`config.mk`:
```
export PLATFORM = sky130hd
export DESIGN_NAME = pscm_modulator
export DESIGN_NICKNAME = d
export VERILOG_FILES = /design/src/rtl/pscm_pkg.sv /design/src/rtl/pscm_ref_scale.sv /design/src/rtl/pscm_carrier.sv /design/src/rtl/pscm_cell_gate.sv /design/src/rtl/pscm_seq.sv /design/src/rtl/pscm_modulator.sv
export SDC_FILE = /design/constraint.sdc
export NUM_CORES = 2
export LEC_CHECK = 0
export BUFFER_PORTS_ARGS = -buffer_cell sky130_fd_sc_hd__buf_2
export CORE_ASPECT_RATIO = 0.7
export CORE_MARGIN = 3
export CORE_UTILIZATION = 28
export DETAILED_ROUTE_END_ITERATION = 6
export PLACE_DENSITY = 0.54
export SYNTH_ARGS = -nofsm -noshare
export SYNTH_HDL_FRONTEND = slang
export SYNTH_SLANG_ARGS = --single-unit
```
`constraint.sdc`:
```
create_clock -name clk -period 22.1 [get_ports clk]
set_input_delay 3.315 -clock clk [delete_from_list [all_inputs] [get_ports clk]]
set_output_delay 3.315 -clock clk [all_outputs]
set_load 0.1 [all_outputs]
```
`src/rtl/pscm_pkg.sv`:
```
package pscm_pkg;

    typedef enum logic [1:0] {
        SEQ_HOLD  = 2'd0,
        SEQ_ALIGN = 2'd1,
        SEQ_RUN   = 2'd2
    } seq_state_t;

    typedef enum logic {
        CDIR_UP   = 1'b0,
        CDIR_DOWN = 1'b1
    } cdir_t;

endpackage

```
`src/rtl/pscm_ref_scale.sv`:
```
module pscm_ref_scale #(
    parameter int REF_W     = 16,
    parameter int GAIN_W    = 16,
    parameter int GAIN_FRAC = 12,
    parameter int AMP_W     = 11,
    parameter int CMP_W     = 14
) (
    input  logic signed [REF_W-1:0]  ref_i,
    input  logic        [GAIN_W-1:0] gain_i,
    input  logic        [AMP_W-1:0]  amp_i,
    output logic signed [CMP_W-1:0]  lvl_o
);
    localparam int PW = REF_W + GAIN_W + 1;
    localparam int LW = REF_W + AMP_W + 1;
    localparam logic signed [PW-1:0] SAT_HI = PW'((2 ** (REF_W - 1)) - 1);
    localparam logic signed [PW-1:0] SAT_LO = ~SAT_HI;

    logic signed [PW-1:0]    ref_x;
    logic signed [PW-1:0]    gain_x;
    logic signed [PW-1:0]    prod;
    logic signed [PW-1:0]    shr;
    logic signed [REF_W-1:0] sref;
    logic signed [LW-1:0]    sref_x;
    logic signed [LW-1:0]    amp_x;
    logic signed [LW-1:0]    prod2;

    // gain multiply, floor shift, saturate (no wrap)
    always_comb begin
        ref_x  = {{(PW-REF_W){ref_i[REF_W-1]}}, ref_i};
        gain_x = {{(PW-GAIN_W){1'b0}}, gain_i};
        prod   = ref_x * gain_x;
        shr    = prod >>> GAIN_FRAC;
        if (shr > SAT_HI) begin
            sref = REF_W'(SAT_HI);
        end else if (shr < SAT_LO) begin
            sref = REF_W'(SAT_LO);
        end else begin
            sref = REF_W'(shr);
        end
    end

    // map to carrier units: 2^(REF_W-2) equals the carrier peak
    always_comb begin
        sref_x = {{(LW-REF_W){sref[REF_W-1]}}, sref};
        amp_x  = {{(LW-AMP_W){1'b0}}, amp_i};
        prod2  = sref_x * amp_x;
        lvl_o  = CMP_W'(prod2 >>> (REF_W - 2));
    end

endmodule

```
`src/rtl/pscm_carrier.sv`:
```
module pscm_carrier
    import pscm_pkg::*;
#(
    parameter int PER_W    = 8,
    parameter int NCELL    = 5,
    parameter int CELL_IDX = 0,
    parameter int AMP_W    = 11,
    parameter int CMP_W    = 14
) (
    input  logic                    clk,
    input  logic                    rst_n,
    input  logic                    load_i,
    input  logic                    run_i,
    input  logic [PER_W-1:0]        unit_ld_i,
    input  logic [AMP_W-1:0]        amp_i,
    output logic signed [CMP_W-1:0] car_o
);
    localparam int PH_W = AMP_W + 2;

    cdir_t             dir_q;
    logic [AMP_W-1:0]  cnt_q;
    logic [AMP_W-1:0]  amp_ld;
    logic [PH_W-1:0]   ofs_ld;
    logic [PH_W-1:0]   per_ld;
    logic              rising_ld;

    // preset point: offset of CELL_IDX fifths of the period
    always_comb begin
        amp_ld    = AMP_W'(unit_ld_i) * AMP_W'(NCELL);
        ofs_ld    = PH_W'(unit_ld_i) * PH_W'(2 * CELL_IDX);
        per_ld    = PH_W'(amp_ld) << 1;
        rising_ld = (ofs_ld <= PH_W'(amp_ld));
    end

    always_ff @(posedge clk or negedge rst_n) begin
        if (!rst_n) begin
            cnt_q <= '0;
            dir_q <= CDIR_UP;
        end else if (load_i) begin
            if (rising_ld) begin
                cnt_q <= AMP_W'(ofs_ld);
                dir_q <= CDIR_UP;
            end else begin
                cnt_q <= AMP_W'(per_ld - ofs_ld);
                dir_q <= CDIR_DOWN;
            end
        end else if (run_i) begin
            unique case (dir_q)
                CDIR_UP: begin
                    if (cnt_q >= amp_i) begin
                        cnt_q <= cnt_q - 1'b1;
                        dir_q <= CDIR_DOWN;
                    end else begin
                        cnt_q <= cnt_q + 1'b1;
                    end
                end
                CDIR_DOWN: begin
                    if (cnt_q == '0) begin
                        cnt_q <= cnt_q + 1'b1;
                        dir_q <= CDIR_UP;
                    end else begin
                        cnt_q <= cnt_q - 1'b1;
                    end
                end
                default: begin
                    cnt_q <= '0;
                    dir_q <= CDIR_UP;
                end
            endcase
        end
    end

    // bipolar carrier 2c - A
    always_comb begin
        car_o = $signed({2'b00, cnt_q, 1'b0}) - $signed({3'b000, amp_i});
    end

endmodule

```
`src/rtl/pscm_cell_gate.sv`:
```
module pscm_cell_gate #(
    parameter int CMP_W = 14
) (
    input  logic                    clk,
    input  logic                    rst_n,
    input  logic                    run_i,
    input  logic                    byp_i,
    input  logic signed [CMP_W-1:0] lvl_i,
    input  logic signed [CMP_W-1:0] car_i,
    output logic                    s1_o,
    output logic                    s2_o
);
    logic               live;
    logic signed [CMP_W-1:0] nlvl;

    always_comb begin
        live = run_i && !byp_i;
        nlvl = -lvl_i;
    end

    always_ff @(posedge clk or negedge rst_n) begin
        if (!rst_n) begin
            s1_o <= 1'b0;
            s2_o <= 1'b0;
        end else begin
            s1_o <= live && (lvl_i > car_i);
            s2_o <= live && (nlvl > car_i);
        end
    end

endmodule

```
`src/rtl/pscm_seq.sv`:
```
module pscm_seq
    import pscm_pkg::*;
#(
    parameter int PER_W = 8
) (
    input  logic             clk,
    input  logic             rst_n,
    input  logic [PER_W-1:0] cper_i,
    output seq_state_t       st_o,
    output logic [PER_W-1:0] unit_o,
    output logic             load_o,
    output logic             run_o
);
    seq_state_t       st_q;
    seq_state_t       st_d;
    logic [PER_W-1:0] unit_q;

    always_ff @(posedge clk or negedge rst_n) begin
        if (!rst_n) begin
            st_q <= SEQ_HOLD;
        end else begin
            st_q <= st_d;
        end
    end

    always_comb begin
        st_d = st_q;
        unique case (st_q)
            SEQ_HOLD:  if (cper_i != '0) st_d = SEQ_ALIGN;
            SEQ_ALIGN: st_d = (cper_i != '0) ? SEQ_RUN : SEQ_HOLD;
            SEQ_RUN: begin
                if (cper_i == '0) begin
                    st_d = SEQ_HOLD;
                end else if (cper_i != unit_q) begin
                    st_d = SEQ_ALIGN;
                end
            end
            default:   st_d = SEQ_HOLD;
        endcase
    end

    always_ff @(posedge clk or negedge rst_n) begin
        if (!rst_n) begin
            unit_q <= '0;
        end else if (st_q == SEQ_ALIGN) begin
            unit_q <= cper_i;
        end
    end

    always_comb begin
        st_o   = st_q;
        unit_o = unit_q;
        load_o = (st_q == SEQ_ALIGN);
        run_o  = (st_q == SEQ_RUN);
    end

endmodule

```
`src/rtl/pscm_modulator.sv`:
```
module pscm_modulator
    import pscm_pkg::*;
#(
    parameter int NCELL     = 5,
    parameter int REF_W     = 16,
    parameter int GAIN_W    = 16,
    parameter int GAIN_FRAC = 12,
    parameter int PER_W     = 8
) (
    input  logic                    clk,
    input  logic                    rst_n,
    input  logic signed [REF_W-1:0] ref_i,
    input  logic [GAIN_W-1:0]       gain_i,
    input  logic [PER_W-1:0]        cper_i,
    input  logic [NCELL-1:0]        bypass_i,
    output logic [NCELL-1:0]        s1_o,
    output logic [NCELL-1:0]        s2_o
);
    localparam int AMP_W = PER_W + $clog2(NCELL);
    localparam int CMP_W = AMP_W + 3;

    seq_state_t              seq_st;
    logic [PER_W-1:0]        unit_q;
    logic                    seq_load;
    logic                    seq_run;
    logic [AMP_W-1:0]        amp_q;
    logic signed [CMP_W-1:0] lvl;
    logic signed [CMP_W-1:0] car_w [NCELL];
    logic signed [CMP_W-1:0] car0;

    pscm_seq #(.PER_W(PER_W)) u_seq (
        .clk    (clk),
        .rst_n  (rst_n),
        .cper_i (cper_i),
        .st_o   (seq_st),
        .unit_o (unit_q),
        .load_o (seq_load),
        .run_o  (seq_run)
    );

    always_comb begin
        amp_q = AMP_W'(unit_q) * AMP_W'(NCELL);
        car0  = car_w[0];
    end

    pscm_ref_scale #(
        .REF_W     (REF_W),
        .GAIN_W    (GAIN_W),
        .GAIN_FRAC (GAIN_FRAC),
        .AMP_W     (AMP_W),
        .CMP_W     (CMP_W)
    ) u_scale (
        .ref_i  (ref_i),
        .gain_i (gain_i),
        .amp_i  (amp_q),
        .lvl_o  (lvl)
    );

    for (genvar j = 0; j < NCELL; j++) begin : g_cell
        pscm_carrier #(
            .PER_W    (PER_W),
            .NCELL    (NCELL),
            .CELL_IDX (j),
            .AMP_W    (AMP_W),
            .CMP_W    (CMP_W)
        ) u_car (
            .clk       (clk),
            .rst_n     (rst_n),
            .load_i    (seq_load),
            .run_i     (seq_run),
            .unit_ld_i (cper_i),
            .amp_i     (amp_q),
            .car_o     (car_w[j])
        );

        pscm_cell_gate #(.CMP_W(CMP_W)) u_gate (
            .clk   (clk),
            .rst_n (rst_n),
            .run_i (seq_run),
            .byp_i (bypass_i[j]),
            .lvl_i (lvl),
            .car_i (car_w[j]),
            .s1_o  (s1_o[j]),
            .s2_o  (s2_o[j])
        );
    end

endmodule

```
* Word-level counts from Yosys, hierarchy flattened
Cells that the tools add are included.
** Storage, ports and cells
- Register bits :: 80
- Input bits :: 47
- Output and inout bits :: 10
- Logic and storage cells :: 176
** Cells by class
- $add $sub $neg :: 20
- Multiply operators :: 5
- Magnitude comparators :: 22
- Equality and inequality tests :: 5
- Mux-type cells :: 67
- Bitwise operators :: 5
- Reduce and logical (&&, ||, !) cells :: 30
** Operators with widths (number)
- 11-bit two-way mux :: 25
- 14-bit by 13-bit > comparator with 1-bit output :: 10
- 11-bit one-hot mux with 2 select lines :: 5
- 12-bit by 11-bit subtractor with 13-bit output :: 5
- 11-bit by 1-bit adder with 11-bit output, second input constant :: 5
- 11-bit greater-or-equal comparator :: 5
- 11-bit zero test :: 5
- 11-bit by 1-bit subtractor with 11-bit output, second input constant :: 5
- 16-bit by 17-bit multiplier with 33-bit output :: 1
- 16-bit two-way mux :: 2
- 16-bit by 12-bit multiplier with 28-bit output :: 1
- 1-bit two-way mux :: 25
- 11-bit less-or-equal comparator :: 2
- 8-bit by 3-bit multiplier with 11-bit output, second input constant :: 2
- 11-bit subtractor :: 2
- 21-bit by 16-bit > comparator with 1-bit output, second input constant :: 1
- 21-bit by 16-bit less-than comparator with 1-bit output, second input constant :: 1
- 1-bit logical AND :: 15
- 14-bit negation :: 1
- 1-bit by 11-bit less-or-equal comparator with 1-bit output, first input constant :: 1
- 10-bit by 11-bit less-or-equal comparator with 1-bit output :: 1
- 9-bit by 11-bit less-or-equal comparator with 1-bit output :: 1
- 11-bit by 10-bit subtractor with 11-bit output :: 1
- 11-bit by 9-bit subtractor with 11-bit output :: 1
- other kinds (16) :: 31

* Depth between registers and ports, before layout
- Depth after elaboration :: 8
- Mapped depth :: 62

* Cells and area by module
Synthesis repeated with hierarchy kept, for this count alone.
** Second synthesis, totals
- Cell total of the unflattened synthesis :: 4104
- Area total of the unflattened synthesis :: 33520.9 um^2
** By module, submodules not included
- pscm_ref_scale :: times used 1, cells an instance 1815, area an instance 15411.0 um^2, seq. area each 0.0 um^2
- pscm_cell_gate :: times used 5, cells an instance 119, area an instance 953.4 um^2, seq. area each 50.0 um^2
- pscm_carrier at g_cell[3].u_car :: times used 1, cells an instance 396, area an instance 3050.4 um^2, seq. area each 300.3 um^2
- pscm_carrier at g_cell[1].u_car :: times used 1, cells an instance 362, area an instance 2718.9 um^2, seq. area each 300.3 um^2
- pscm_carrier at g_cell[2].u_car :: times used 1, cells an instance 318, area an instance 2562.5 um^2, seq. area each 300.3 um^2
- pscm_carrier at g_cell[4].u_car :: times used 1, cells an instance 324, area an instance 2553.7 um^2, seq. area each 300.3 um^2
- pscm_carrier at g_cell[0].u_car :: times used 1, cells an instance 198, area an instance 1619.1 um^2, seq. area each 300.3 um^2
- pscm_seq :: times used 1, cells an instance 55, area an instance 490.5 um^2, seq. area each 250.2 um^2
- pscm_modulator :: times used 1, cells an instance 41, area an instance 347.8 um^2, seq. area each 0.0 um^2

* Worst setup path before layout
OpenSTA, ideal clock, no wires.
- Path type :: input-to-reg
- Start point :: input port ref_i[15]
- End point :: register g_cell[4].u_gate.s2_o
- Setup time :: 0.138 ns
- Data arrival time :: 16.948 ns
- Data required time :: 21.962 ns
- Slack :: 5.014 ns
- Stages on the path :: 54
- Cell sequence :: inv_1 clkbuf_1 nor2_1 fa_1 fa_1 fa_1 fa_1 fa_1 inv_1 fa_1 inv_1 ha_1 buf_6 a21oi_1 o211ai_1 a221oi_2 o221ai_1 a2111oi_4 (+18 left out) or3_1 nand3_1 o21ai_0 a311oi_2 o21bai_4 nor2_1 nand3b_1 xor2_1 ha_1 a21o_1 a21o_1 a21oi_1 o21ai_0 a21o_1 a211oi_1 nor2_1 nor4b_1 a2111oi_2
** On the way
- Cells in the longest elaborated chain, start to end :: 8
** RTL lines
- start: declaration :: line pscm_modulator.sv:12 : input logic signed [REF_W-1:0] ref_i,
- 16-bit by 17-bit multiplier with 33-bit output (*) :: line pscm_ref_scale.sv:31 : prod = ref_x * gain_x;
- 21-bit by 16-bit less-than comparator with 1-bit output :: line pscm_ref_scale.sv:35 : end else if (shr < SAT_LO) begin
- 16-bit two-way mux :: line pscm_ref_scale.sv:35
- 16-bit two-way mux (*) :: line pscm_ref_scale.sv:33 : if (shr > SAT_HI) begin
- 16-bit by 12-bit multiplier with 28-bit output (*) :: line pscm_ref_scale.sv:46 : prod2 = sref_x * amp_x;
- 14-bit negation (*) :: line pscm_cell_gate.sv:18 : nlvl = -lvl_i;
- 14-bit by 13-bit > comparator with 1-bit output (*) :: line pscm_cell_gate.sv:27 : s2_o <= live && (nlvl > car_i);
- 1-bit logical AND (*) :: line pscm_cell_gate.sv:27
- end signal: assignment :: line pscm_cell_gate.sv:27
- end: declaration :: line pscm_cell_gate.sv:11 : output logic s2_o
Mark *: on every way between the ends. The rest lies on a longest branch, timed or not.
A chain may end at the register's enable or synchronous reset.

* Worst setup path after layout
- Start point :: input port ref_i[15]
- End point :: register g_cell[0].u_gate.s2_o
** On the way
- Cells in the longest elaborated chain, start to end :: 8
** RTL lines (line)
- 16-bit by 17-bit multiplier with 33-bit output (*) :: pscm_ref_scale.sv:31
- 21-bit by 16-bit less-than comparator with 1-bit output :: pscm_ref_scale.sv:35
- 16-bit two-way mux :: pscm_ref_scale.sv:35
- 16-bit two-way mux (*) :: pscm_ref_scale.sv:33
- 16-bit by 12-bit multiplier with 28-bit output (*) :: pscm_ref_scale.sv:46
- 14-bit negation (*) :: pscm_cell_gate.sv:18
- 14-bit by 13-bit > comparator with 1-bit output (*) :: pscm_cell_gate.sv:27
- 1-bit logical AND (*) :: pscm_cell_gate.sv:27
- end signal: assignment :: pscm_cell_gate.sv:27
- end: declaration :: pscm_cell_gate.sv:11
Marks and branches as above.

==> impl_metrics.ini <==
[global_routing]
grt_pass1_vias = 25730
grt_use_met1_pct = 26.26
overflow = 0
busiest_layer = met1
antenna_found_initial = 1
grt_max_degree = 60
met3_usage_pct = 2.148
grtUsageMet2_pct = 22.90
grt_util_all_layers_pct = 16.18
grt_first_pass_wirelength_um = 148700

[clock_tree]
ctsHoldBuffers = 0
cts_buffer_depth = 2
numCtsBuffers = 9
cts-root-buf = clkbuf_16
worstSkewPairLatency_ps = 380
cts.repair.resized = 0
htreeDepth = 3
cts_tree = built
clkTransAtPathRegs_ps = 80
post-cts-setup-buffers = 0
cts.sinks = 80

[sta]
drv_slew = 0
setup_violations = 0
max_freq_mhz = 51.12
finalSetupTns_ps = 0
worstMarginPinSlew_ps = 1397
skew_ps = 17.13
rsz0062_at_grt = false
relSlewSlack_pct = 6.034
min_period_ps = 19560
finalHoldViolCount = 0
timing.final.ws_setup_ps = 2539
fin_crit_sh_pct = 88.51

[drt]
drc = 0
vias = 25940
routed_wl_um = 91910
wl_per_cell_um = 17.88
firstDrtPassIters = 5
ant_nets = 0
via_per_inst = 5.048
drt_iter0_drc = 2053

[cells_and_area]
stdcell_area_um2 = 33030
synthToLayoutAreaGrowth_pct = 6.767
num_antenna_cells = 0
final_layout_size_suffix_gt1_share_pct = 4.463
nNetsFinal = 4618

[placement]
postPlaceCellArea_um2 = 32700
preCtsSetupSlack_ps = 2357
gp_congestion = 0.9002
portBuffers = 56
dp_hpwl_um = 73870

[synthesis]
synth_area_leader_cell = fa_1
synth_edf_count = 0
async_flop_share_pct = 100.0
yosys_warnings = 0
synth_ff_type = dfrtp_1
synthTopCellsByArea = fa_1, ha_1, inv_1
ys_seq_elements = 80
synth_nets = 4658
synth_top_area_share_pct = 23.56
synth.most_common_cell = inv_1
synth_commonest_cells = inv_1, ha_1, nand2_1, fa_1, a21oi_1
syn_area_um2 = 30940
synthCells = 3732
netlist-cell-type-count = 92
ys_seq_area_share_pct = 6.471
synth.avg_cell_area_um2 = 8.289

[worst_hold_path]
hold_class = flip-flop to flip-flop
whs_path_depth = 2

[floorplan]
die_w_um = 403.3
start_util_pct = 28.37
die_h_um = 284.1
rows = 101
die-area_um2 = 114600
core_area_um2 = 109100
top_level_ports = 57

[critical_path]
max_stage_delay_ps = 990
crit_arrival_ps = 19810
cp_common_cell = fa_1
worstRegToRegCells = 42
start_kind = primary input
slowest_stage = o31ai_1
worstSetupEndpointType = flip-flop
worst-endpoint-required_ps = 22350
cp_max_fo = 11
path_class = primary input to flip-flop

[outcome]
status = complete, no violations

[job]
maxCapViolCount = 0
[stage by stage]
stage	std cells	hold WS [ps]	utilization, %
after CTS	5139	569.0	30.29
after global placement	5123	544.1	29.98
after detailed placement	5123	552.3	29.98
after global routing	5139	616.4	30.29
after floorplan	3732	500.1	-
final	5139	566.5	30.29
[path summary, 6_finish.rpt]
path / start / endpoint / slack [ps]
worst max-delay path: ref_i[15] / g_cell[0].u_gate.s2_o / 2540
worst min-delay path: u_seq.st_o[1] / u_seq.st_o[1] / 570
worst max register to register: u_seq.unit_o[2] / g_cell[0].u_gate.s2_o / 11230
worst min register to register: u_seq.st_o[1] / u_seq.st_o[1] / 570
max in group asynchronous: rst_n / g_cell[2].u_car.cnt_q[9] / 18070
min in group asynchronous: rst_n / g_cell[4].u_gate.s2_o / 2860
[worst max-delay path, delay by kind of cell]
kind | cells | cell delay [ps]
XOR/XNOR | 1 | 540
AO/OA/AOI/OAI | 22 | 6990
AND/OR/NAND/NOR | 9 | 1150
adder cells (fa/ha/maj) | 14 | 6830
buffers and inverters | 8 | 950
[flip-flops by register name, summed over array words and instances, names as in the netlist]
name / cells
g_cell.u_gate.s1_o: 5
g_cell.u_car.dir_q: 5
g_cell.u_car.cnt_q: 55
g_cell.u_gate.s2_o: 5
u_seq.unit_o: 8
u_seq.st_o: 2
[kinds of logic (layout without fill, tap and decap cells)]
group,after synthesis,in the layout,synth area share [%]
AO/OA/AOI/OAI,779,779,16.79
XOR/XNOR,161,161,4.655
adder cells (fa/ha/maj),880,880,44.42
buffers and inverters,724,689,9.043
flip-flops,80,80,6.471
multiplexers,43,43,1.444
AND/OR/NAND/NOR,1065,1065,17.18
[placed cells by master, fill, tap and decap left out, types with 12 or more instances in the layout]
| cell | n |
|---|---|
| a211oi_1 | 13 |
| a21o_1 | 151 |
| a21oi_1 | 201 |
| a31oi_1 | 16 |
| and2_1 | 124 |
| and3_1 | 21 |
| buf_2 | 55 |
| buf_4 | 36 |
| dfrtp_1 | 80 |
| fa_1 | 364 |
| ha_1 | 513 |
| inv_1 | 579 |
| mux2_2 | 13 |
| mux2i_1 | 30 |
| nand2_1 | 371 |
| nand2b_1 | 67 |
| nand3_1 | 68 |
| nand4_1 | 62 |
| nor2_1 | 156 |
| nor2b_1 | 69 |
| nor3_1 | 43 |
| nor4_1 | 17 |
| o211ai_1 | 17 |
| o21a_1 | 60 |
| o21ai_0 | 138 |
| o21bai_1 | 18 |
| o221ai_1 | 12 |
| o22ai_1 | 31 |
| or3_1 | 23 |
| xnor2_1 | 115 |
| xor2_1 | 40 |
[cell type report]
| type | count | area [µm²] |
|---|---|---|
| inverter | 582 | 2185 |
| sequential | 80 | 2002 |
| clock inverter | 7 | 107.6 |
| timing repair buffer | 91 | 545.5 |
| fill | 11570 | 76030 |
| multi-input combinational | 2928 | 26160 |
| clock buffer | 9 | 225.2 |
| tap | 1442 | 1804 |
[layer usage]
metal / wire, µm / part of all wire [%]
met5: 0 / 0
met4: 737 / 0.80
met3: 6051 / 6.6
met2: 36380 / 40
met1: 48740 / 53
Power is left out: the tool's default activity adds up to more than one toggle a clock period on the data nets, which glitch-free logic cannot reach.
